## src/rtl/dacc_pkg.sv

```systemverilog
package dacc_pkg;
    localparam int WORD_W  = 32;
    localparam int BODY_W  = 64;
    localparam int GUARD_W = 8;
    localparam int ACC_W   = BODY_W + GUARD_W;
    localparam int HALF_W  = WORD_W / 2;

    typedef enum logic [3:0] {
        OP_NONE  = 4'd0,
        OP_LOAD  = 4'd1,
        OP_ADD   = 4'd2,
        OP_SUB   = 4'd3,
        OP_RND   = 4'd4,
        OP_RD_HI = 4'd5,
        OP_RD_MI = 4'd6,
        OP_RD_LO = 4'd7,
        OP_RD_GU = 4'd8,
        OP_WR_HI = 4'd9,
        OP_WR_LO = 4'd10,
        OP_WR_GU = 4'd11
    } op_e;

    localparam logic [1:0] FORM_HH   = 2'd0;
    localparam logic [1:0] FORM_LH   = 2'd1;
    localparam logic [1:0] FORM_LL   = 2'd2;
    localparam logic [1:0] FORM_WORD = 2'd3;

    typedef struct packed {
        logic [GUARD_W-1:0] guard;
        logic [BODY_W-1:0]  body;
    } acc_t;
endpackage

```

## src/rtl/dacc_mul.sv

```systemverilog
module dacc_mul
    import dacc_pkg::*;
(
    input  logic [1:0]        form,
    input  logic [WORD_W-1:0] opa,
    input  logic [WORD_W-1:0] opb,
    output logic [BODY_W-1:0] term
);
    logic signed [HALF_W-1:0] lane_a;
    logic signed [HALF_W-1:0] lane_b;
    logic signed [WORD_W-1:0] half_prod;
    logic signed [BODY_W-1:0] word_prod;

    always_comb begin
        lane_a    = (form == FORM_HH) ? opa[WORD_W-1:HALF_W] : opa[HALF_W-1:0];
        lane_b    = (form == FORM_LL) ? opb[HALF_W-1:0] : opb[WORD_W-1:HALF_W];
        half_prod = $signed(WORD_W'(lane_a)) * $signed(WORD_W'(lane_b));
        word_prod = $signed(BODY_W'($signed(opa))) * $signed(BODY_W'($signed(opb)));
        if (form == FORM_WORD) begin
            term = word_prod;
        end else begin
            term = {{HALF_W{half_prod[WORD_W-1]}}, half_prod, {HALF_W{1'b0}}};
        end
    end
endmodule

```

## src/rtl/dacc_round.sv

```systemverilog
module dacc_round
    import dacc_pkg::*;
(
    input  logic [BODY_W-1:0] body,
    input  logic [1:0]        variant,
    input  logic [1:0]        sh,
    output acc_t              result
);
    localparam logic [BODY_W-1:0] HALF_ULP  = 64'h0000_0000_8000_0000;
    localparam logic [BODY_W-1:0] POS_WORD  = 64'h0000_7FFF_0000_0000;
    localparam logic [BODY_W-1:0] POS_LONG  = 64'h7FFF_FFFF_0000_0000;
    localparam logic [BODY_W-1:0] NEG_WIDE  = 64'hFFFF_8000_0000_0000;
    localparam logic [BODY_W-1:0] NEG_NARR  = 64'hFFFF_FFFF_8000_0000;

    logic [BODY_W-1:0] shifted;
    logic [BODY_W-1:0] summed;
    logic [BODY_W-1:0] pos_lim;
    logic [BODY_W-1:0] neg_lim;
    logic [BODY_W-1:0] clamped;
    logic              use_add;

    always_comb begin
        case (variant)
            2'd0:    begin use_add = 1'b1; pos_lim = POS_WORD; neg_lim = NEG_WIDE; end
            2'd1:    begin use_add = 1'b0; pos_lim = POS_WORD; neg_lim = NEG_NARR; end
            2'd2:    begin use_add = 1'b1; pos_lim = POS_LONG; neg_lim = NEG_NARR; end
            default: begin use_add = 1'b0; pos_lim = POS_LONG; neg_lim = NEG_WIDE; end
        endcase
        shifted = body << sh;
        summed  = shifted + (use_add ? HALF_ULP : '0);
        if ($signed(summed) > $signed(pos_lim)) begin
            clamped = pos_lim;
        end else if ($signed(summed) < $signed(neg_lim)) begin
            clamped = neg_lim;
        end else begin
            clamped = {summed[BODY_W-1:WORD_W], {WORD_W{1'b0}}};
        end
        result.body  = clamped;
        result.guard = {GUARD_W{clamped[BODY_W-1]}};
    end
endmodule

```

## src/rtl/dacc_read.sv

```systemverilog
module dacc_read
    import dacc_pkg::*;
(
    input  acc_t              acc,
    input  logic [3:0]        kind,
    input  logic [1:0]        sh,
    output logic [WORD_W-1:0] word
);
    logic [BODY_W-1:0] shifted;
    logic [WORD_W-1:0] guard_ext;

    always_comb begin
        shifted   = acc.body << sh;
        guard_ext = {{(WORD_W-GUARD_W){acc.guard[GUARD_W-1]}}, acc.guard};
        case (op_e'(kind))
            OP_RD_HI: word = shifted[BODY_W-1:WORD_W];
            OP_RD_MI: word = shifted[BODY_W-HALF_W-1:HALF_W];
            OP_RD_LO: word = shifted[WORD_W-1:0];
            OP_RD_GU: begin
                case (sh)
                    2'd1:    word = {guard_ext[WORD_W-2:0], acc.body[BODY_W-1]};
                    2'd2:    word = {guard_ext[WORD_W-3:0], acc.body[BODY_W-1:BODY_W-2]};
                    default: word = guard_ext;
                endcase
            end
            default:  word = '0;
        endcase
    end
endmodule

```

## src/rtl/dacc_unit.sv

```systemverilog
module dacc_unit
    import dacc_pkg::*;
#(
    parameter int NUM_ACC = 2,
    localparam int SEL_W  = (NUM_ACC > 1) ? $clog2(NUM_ACC) : 1
) (
    input  logic              clk,
    input  logic              rst_n,
    input  logic              op_valid,
    input  logic [3:0]        op_code,
    input  logic [SEL_W-1:0]  acc_sel,
    input  logic [1:0]        form,
    input  logic [1:0]        shamt,
    input  logic [WORD_W-1:0] src_a,
    input  logic [WORD_W-1:0] src_b,
    output logic              res_valid,
    output logic [WORD_W-1:0] res_data
);
    typedef struct packed {
        acc_t [NUM_ACC-1:0] acc;
        logic               rd_valid;
        logic [WORD_W-1:0]  rd_data;
    } state_t;

    state_t state_d, state_q;

    logic [1:0]              sh_eff;
    acc_t                    cur_acc;
    acc_t                    rnd_out;
    acc_t                    new_acc;
    logic                    do_write;
    logic [BODY_W-1:0]       term;
    logic [ACC_W-1:0]        term_ext;
    logic [WORD_W-1:0]       rd_word;
    logic [NUM_ACC*ACC_W-1:0] acc_flat;

    assign sh_eff   = (shamt == 2'd3) ? 2'd0 : shamt;
    assign term_ext = {{GUARD_W{term[BODY_W-1]}}, term};

    always_comb begin
        cur_acc = '0;
        for (int i = 0; i < NUM_ACC; i++) begin
            if (acc_sel == SEL_W'(i)) cur_acc = state_q.acc[i];
        end
    end

    dacc_mul u_mul (
        .form (form),
        .opa  (src_a),
        .opb  (src_b),
        .term (term)
    );

    dacc_round u_round (
        .body    (cur_acc.body),
        .variant (form),
        .sh      (sh_eff),
        .result  (rnd_out)
    );

    dacc_read u_read (
        .acc  (cur_acc),
        .kind (op_code),
        .sh   (sh_eff),
        .word (rd_word)
    );

    always_comb begin
        state_d          = state_q;
        state_d.rd_valid = 1'b0;
        new_acc          = cur_acc;
        do_write         = 1'b0;
        if (op_valid) begin
            case (op_e'(op_code))
                OP_LOAD: begin new_acc = acc_t'(term_ext); do_write = 1'b1; end
                OP_ADD:  begin new_acc = acc_t'(cur_acc + term_ext); do_write = 1'b1; end
                OP_SUB:  begin new_acc = acc_t'(cur_acc - term_ext); do_write = 1'b1; end
                OP_RND:  begin new_acc = rnd_out; do_write = 1'b1; end
                OP_RD_HI, OP_RD_MI, OP_RD_LO, OP_RD_GU: begin
                    state_d.rd_valid = 1'b1;
                    state_d.rd_data  = rd_word;
                end
                OP_WR_HI: begin new_acc.body[BODY_W-1:WORD_W] = src_a; do_write = 1'b1; end
                OP_WR_LO: begin new_acc.body[WORD_W-1:0] = src_a; do_write = 1'b1; end
                OP_WR_GU: begin new_acc.guard = src_a[GUARD_W-1:0]; do_write = 1'b1; end
                default: ;
            endcase
        end
        if (do_write) begin
            for (int i = 0; i < NUM_ACC; i++) begin
                if (acc_sel == SEL_W'(i)) state_d.acc[i] = new_acc;
            end
        end
    end

    always_ff @(posedge clk) begin
        if (!rst_n) state_q <= '0;
        else        state_q <= state_d;
    end

    assign res_valid = state_q.rd_valid;
    assign res_data  = state_q.rd_data;
    assign acc_flat  = state_q.acc;
endmodule

```

## config.mk

```make
export PLATFORM = sky130hd
export DESIGN_NAME = dacc_unit
export DESIGN_NICKNAME = d
export VERILOG_FILES = /design/src/rtl/dacc_pkg.sv /design/src/rtl/dacc_mul.sv /design/src/rtl/dacc_round.sv /design/src/rtl/dacc_read.sv /design/src/rtl/dacc_unit.sv
export SDC_FILE = /design/constraint.sdc
export NUM_CORES = 2
export LEC_CHECK = 0
export BUFFER_PORTS_ARGS = -buffer_cell sky130_fd_sc_hd__buf_2
export CAP_MARGIN = 15
export CORE_MARGIN = 2
export CORE_UTILIZATION = 30
export DETAILED_ROUTE_END_ITERATION = 8
export REMOVE_ABC_BUFFERS = 1
export SLEW_MARGIN = 10
export SYNTH_ARGS = -nofsm -noshare
export SYNTH_HDL_FRONTEND = slang
export SYNTH_SLANG_ARGS = --single-unit
```

## constraint.sdc

```tcl
create_clock -name clk -period 12.5 [get_ports clk]
set_input_delay 0.625 -clock clk [delete_from_list [all_inputs] [get_ports clk]]
set_output_delay 0.625 -clock clk [all_outputs]
set_load 0.02 [all_outputs]
```

==> results.cfg <==
[synth]
synth_edf_count = 0
ys_seq_area_frac = 0.0508
synth_xor_area_frac = 0.0253
synth_ff_type = dfxtp_1
synth_compound_area_frac = 0.136
async_flop_share = 0
syn_avg_cell_area_um2 = 8.32
synth.yosys.warnings = 0
synth_top_family_by_area = adder cells
synth_adder_area_share = 0.468
synthesis.area_um2 = 69700
ys_ff_latch = 177
synth_simple_gate_area_share = 0.174
synthMuxAreaShare = 0.0425
synth.distinct_cells = 100
syn_inst = 8377

[worst_setup_path]
end_kind = flop
cpPeakStageDelay_ns = 0.59
crit_top_cell = fa_1
critPathLaunchType = input pin
critPathKind = in2reg
arrival_ns = 12.32
critPathMaxFanout = 21
crit_required_ns = 12.88
cp_slowest_cell = fa_1

[die]
dieArea_um2 = 236000
die_w_um = 486
core_um2 = 231000
start_util = 0.302
num_rows = 176
die_height_um = 486
ios = 109

[route]
first_pass_iters = 7
drtIter0Drc = 5711
postRouteAntennaNets = 0
wl_per_cell_um = 23.2
wl_um = 264000
viasPerCell = 5.35
vias = 60919
drc = 0

[sta]
layout_min_cycle_time_ns = 11.95
skew_ns = 0.0200
post-route-period-util = 0.956
max_freq_mhz = 83.7
slew_violations = 0
slew_headroom = 0.238
tightest_slew_ns = 1.13
finalSetupTns_ns = 0
setup_violations = 0
rsz0062_at_grt = no
hold_violations = 0
worst_slack_ns = 0.552

[status]
status = completed

[grt]
overflow = 0
grt.total_usage = 0.225
grt_pass1_wl_um = 407000
grt_max_degree = 101
grt_pass1_vias = 64523
antenna_found_initial = 21

[final_layout]
num-fill-cells = 24041
finalNetCount = 10216
final_cell_mix = inv_1 (1400), fa_1 (1347), nand2_1 (1072), and2_1 (507), nor2_1 (484)
final_common_cell = inv_1
final_cells = 11388
area.growth.synth_to_final_pct = 8.29
final_layout_size_suffix_gt1_frac = 0.0844
fin_util = 0.327

[clock_tree]
cts_tree = done
cts_sinks = 177
cts_setup_buffers = 0
cts-root-buf = clkbuf_16
clkLatencyLatePin_ns = 0.49
tritoncts.num_buffers = 17
htree_levels = 4
clkSlewWorstSetupHoldPaths_ns = 0.08
cts_buffer_depth = 2

[job]
maxCapViolCount = 0

[place]
numPortBuffers = 108
gp_congestion = 0.989
place_ws_ns = -0.248
post-place-cells = 11352
dp_hpwl_um = 221000

[min_path]
hold_path_class = reg2reg
cell usage after synthesis (19+ instances only):
cell      number  area share
a211oi_1      47      0.0051
a21boi_0      54      0.0058
a21o_1        71      0.0076
a21oi_1      425       0.031
a221oi_1      36      0.0045
a22oi_1       27      0.0029
a31oi_1       46      0.0041
and2_1       507       0.046
buf_1         22      0.0012
buf_2         19      0.0014
clkbuf_1     463       0.025
dfxtp_1      177       0.051
fa_1        1347        0.39
ha_1         448       0.080
inv_1       1402       0.076
mux2_2       103       0.017
mux2i_1      110       0.016
mux4_2        29      0.0094
nand2_1     1074       0.058
nand2b_1      46      0.0041
nand3_1      137      0.0098
nand4_1       53      0.0048
nor2_1       487       0.026
nor2b_1       47      0.0042
nor3_1        78      0.0056
nor4_1        32      0.0029
o211ai_1      31      0.0033
o21a_1        34      0.0037
o21ai_0      301       0.022
o21bai_1      48      0.0052
o22ai_1       31      0.0028
o31ai_1      108       0.012
or2_2         24      0.0022
or3_1         22      0.0020
xnor2_1      155       0.019
xor2_1        44      0.0055
logic make-up after synthesis:
logic type      Yosys count
compound gates         1461
xor+xnor                200
fa+ha+maj              1796
buf+inv                1918
flops                   177
mux                     245
simple gates           2580
state kept, by name (all words and copies together), names as in the netlist:
name	count
acc_flat	144
res_data	32
res_valid	1
metal layers:
layer,part of all wire,GRT usage
met1,0.41,0.300
met2,0.47,0.370
met3,0.079,0.0352
met4,0.040,0.0768
met5,0.00031,0
timing repair:
item | 4_1_cts | 5_1_grt
hold buffers | 0 | 0
endpoints found under the hold margin | 0 | 0
setup endpoints to repair | 0 | 22
gates resized for setup | 0 | 8
worst max-delay path, delay by kind of cell:
family	cells	cell delay (ns)
adder cells (fa/ha/maj)	10	5.15
AND/OR/NAND/NOR	8	1.96
AO/OA/AOI/OAI	11	3.00
buffers and inverters	5	1.22
XOR/XNOR	2	0.31
through the flow:
stage	instance area [um2]	hold slack, ns
global route	75500	0.483
detailed placement	74800	0.449
floorplan	67700	0.432
global placement	74800	0.441
CTS	75400	0.460
finish	75500	0.458
area by class of cell:
type                       instances  area, um2  area share
clock buffer                      18        439     0.00582
multi-input combinational       6282      59000       0.781
timing repair buffer             458       3250      0.0431
sequential                       177       3540      0.0470
tap                             3026       3790      0.0502
clock inverter                    14        184     0.00244
antenna                            4       10.0    0.000133
inverter                        1409       5290      0.0701
path summary, 6_finish.rpt:
| check | from | slack [ns] | to | depth (start not counted) |
|---|---|---|---|---|
| setup reg to reg | acc_flat[103] | 4.06 | acc_flat[41] | 27 |
| setup / recovery | src_a[19] | 0.55 | acc_flat[71] | 36 |
| hold reg to reg | acc_flat[139] | 0.46 | acc_flat[139] | 2 |
| hold / removal | acc_flat[139] | 0.46 | acc_flat[139] | 2 |
Power is left out: the tool's default activity adds up to more than one toggle a clock period on the data nets, which glitch-free logic cannot reach.
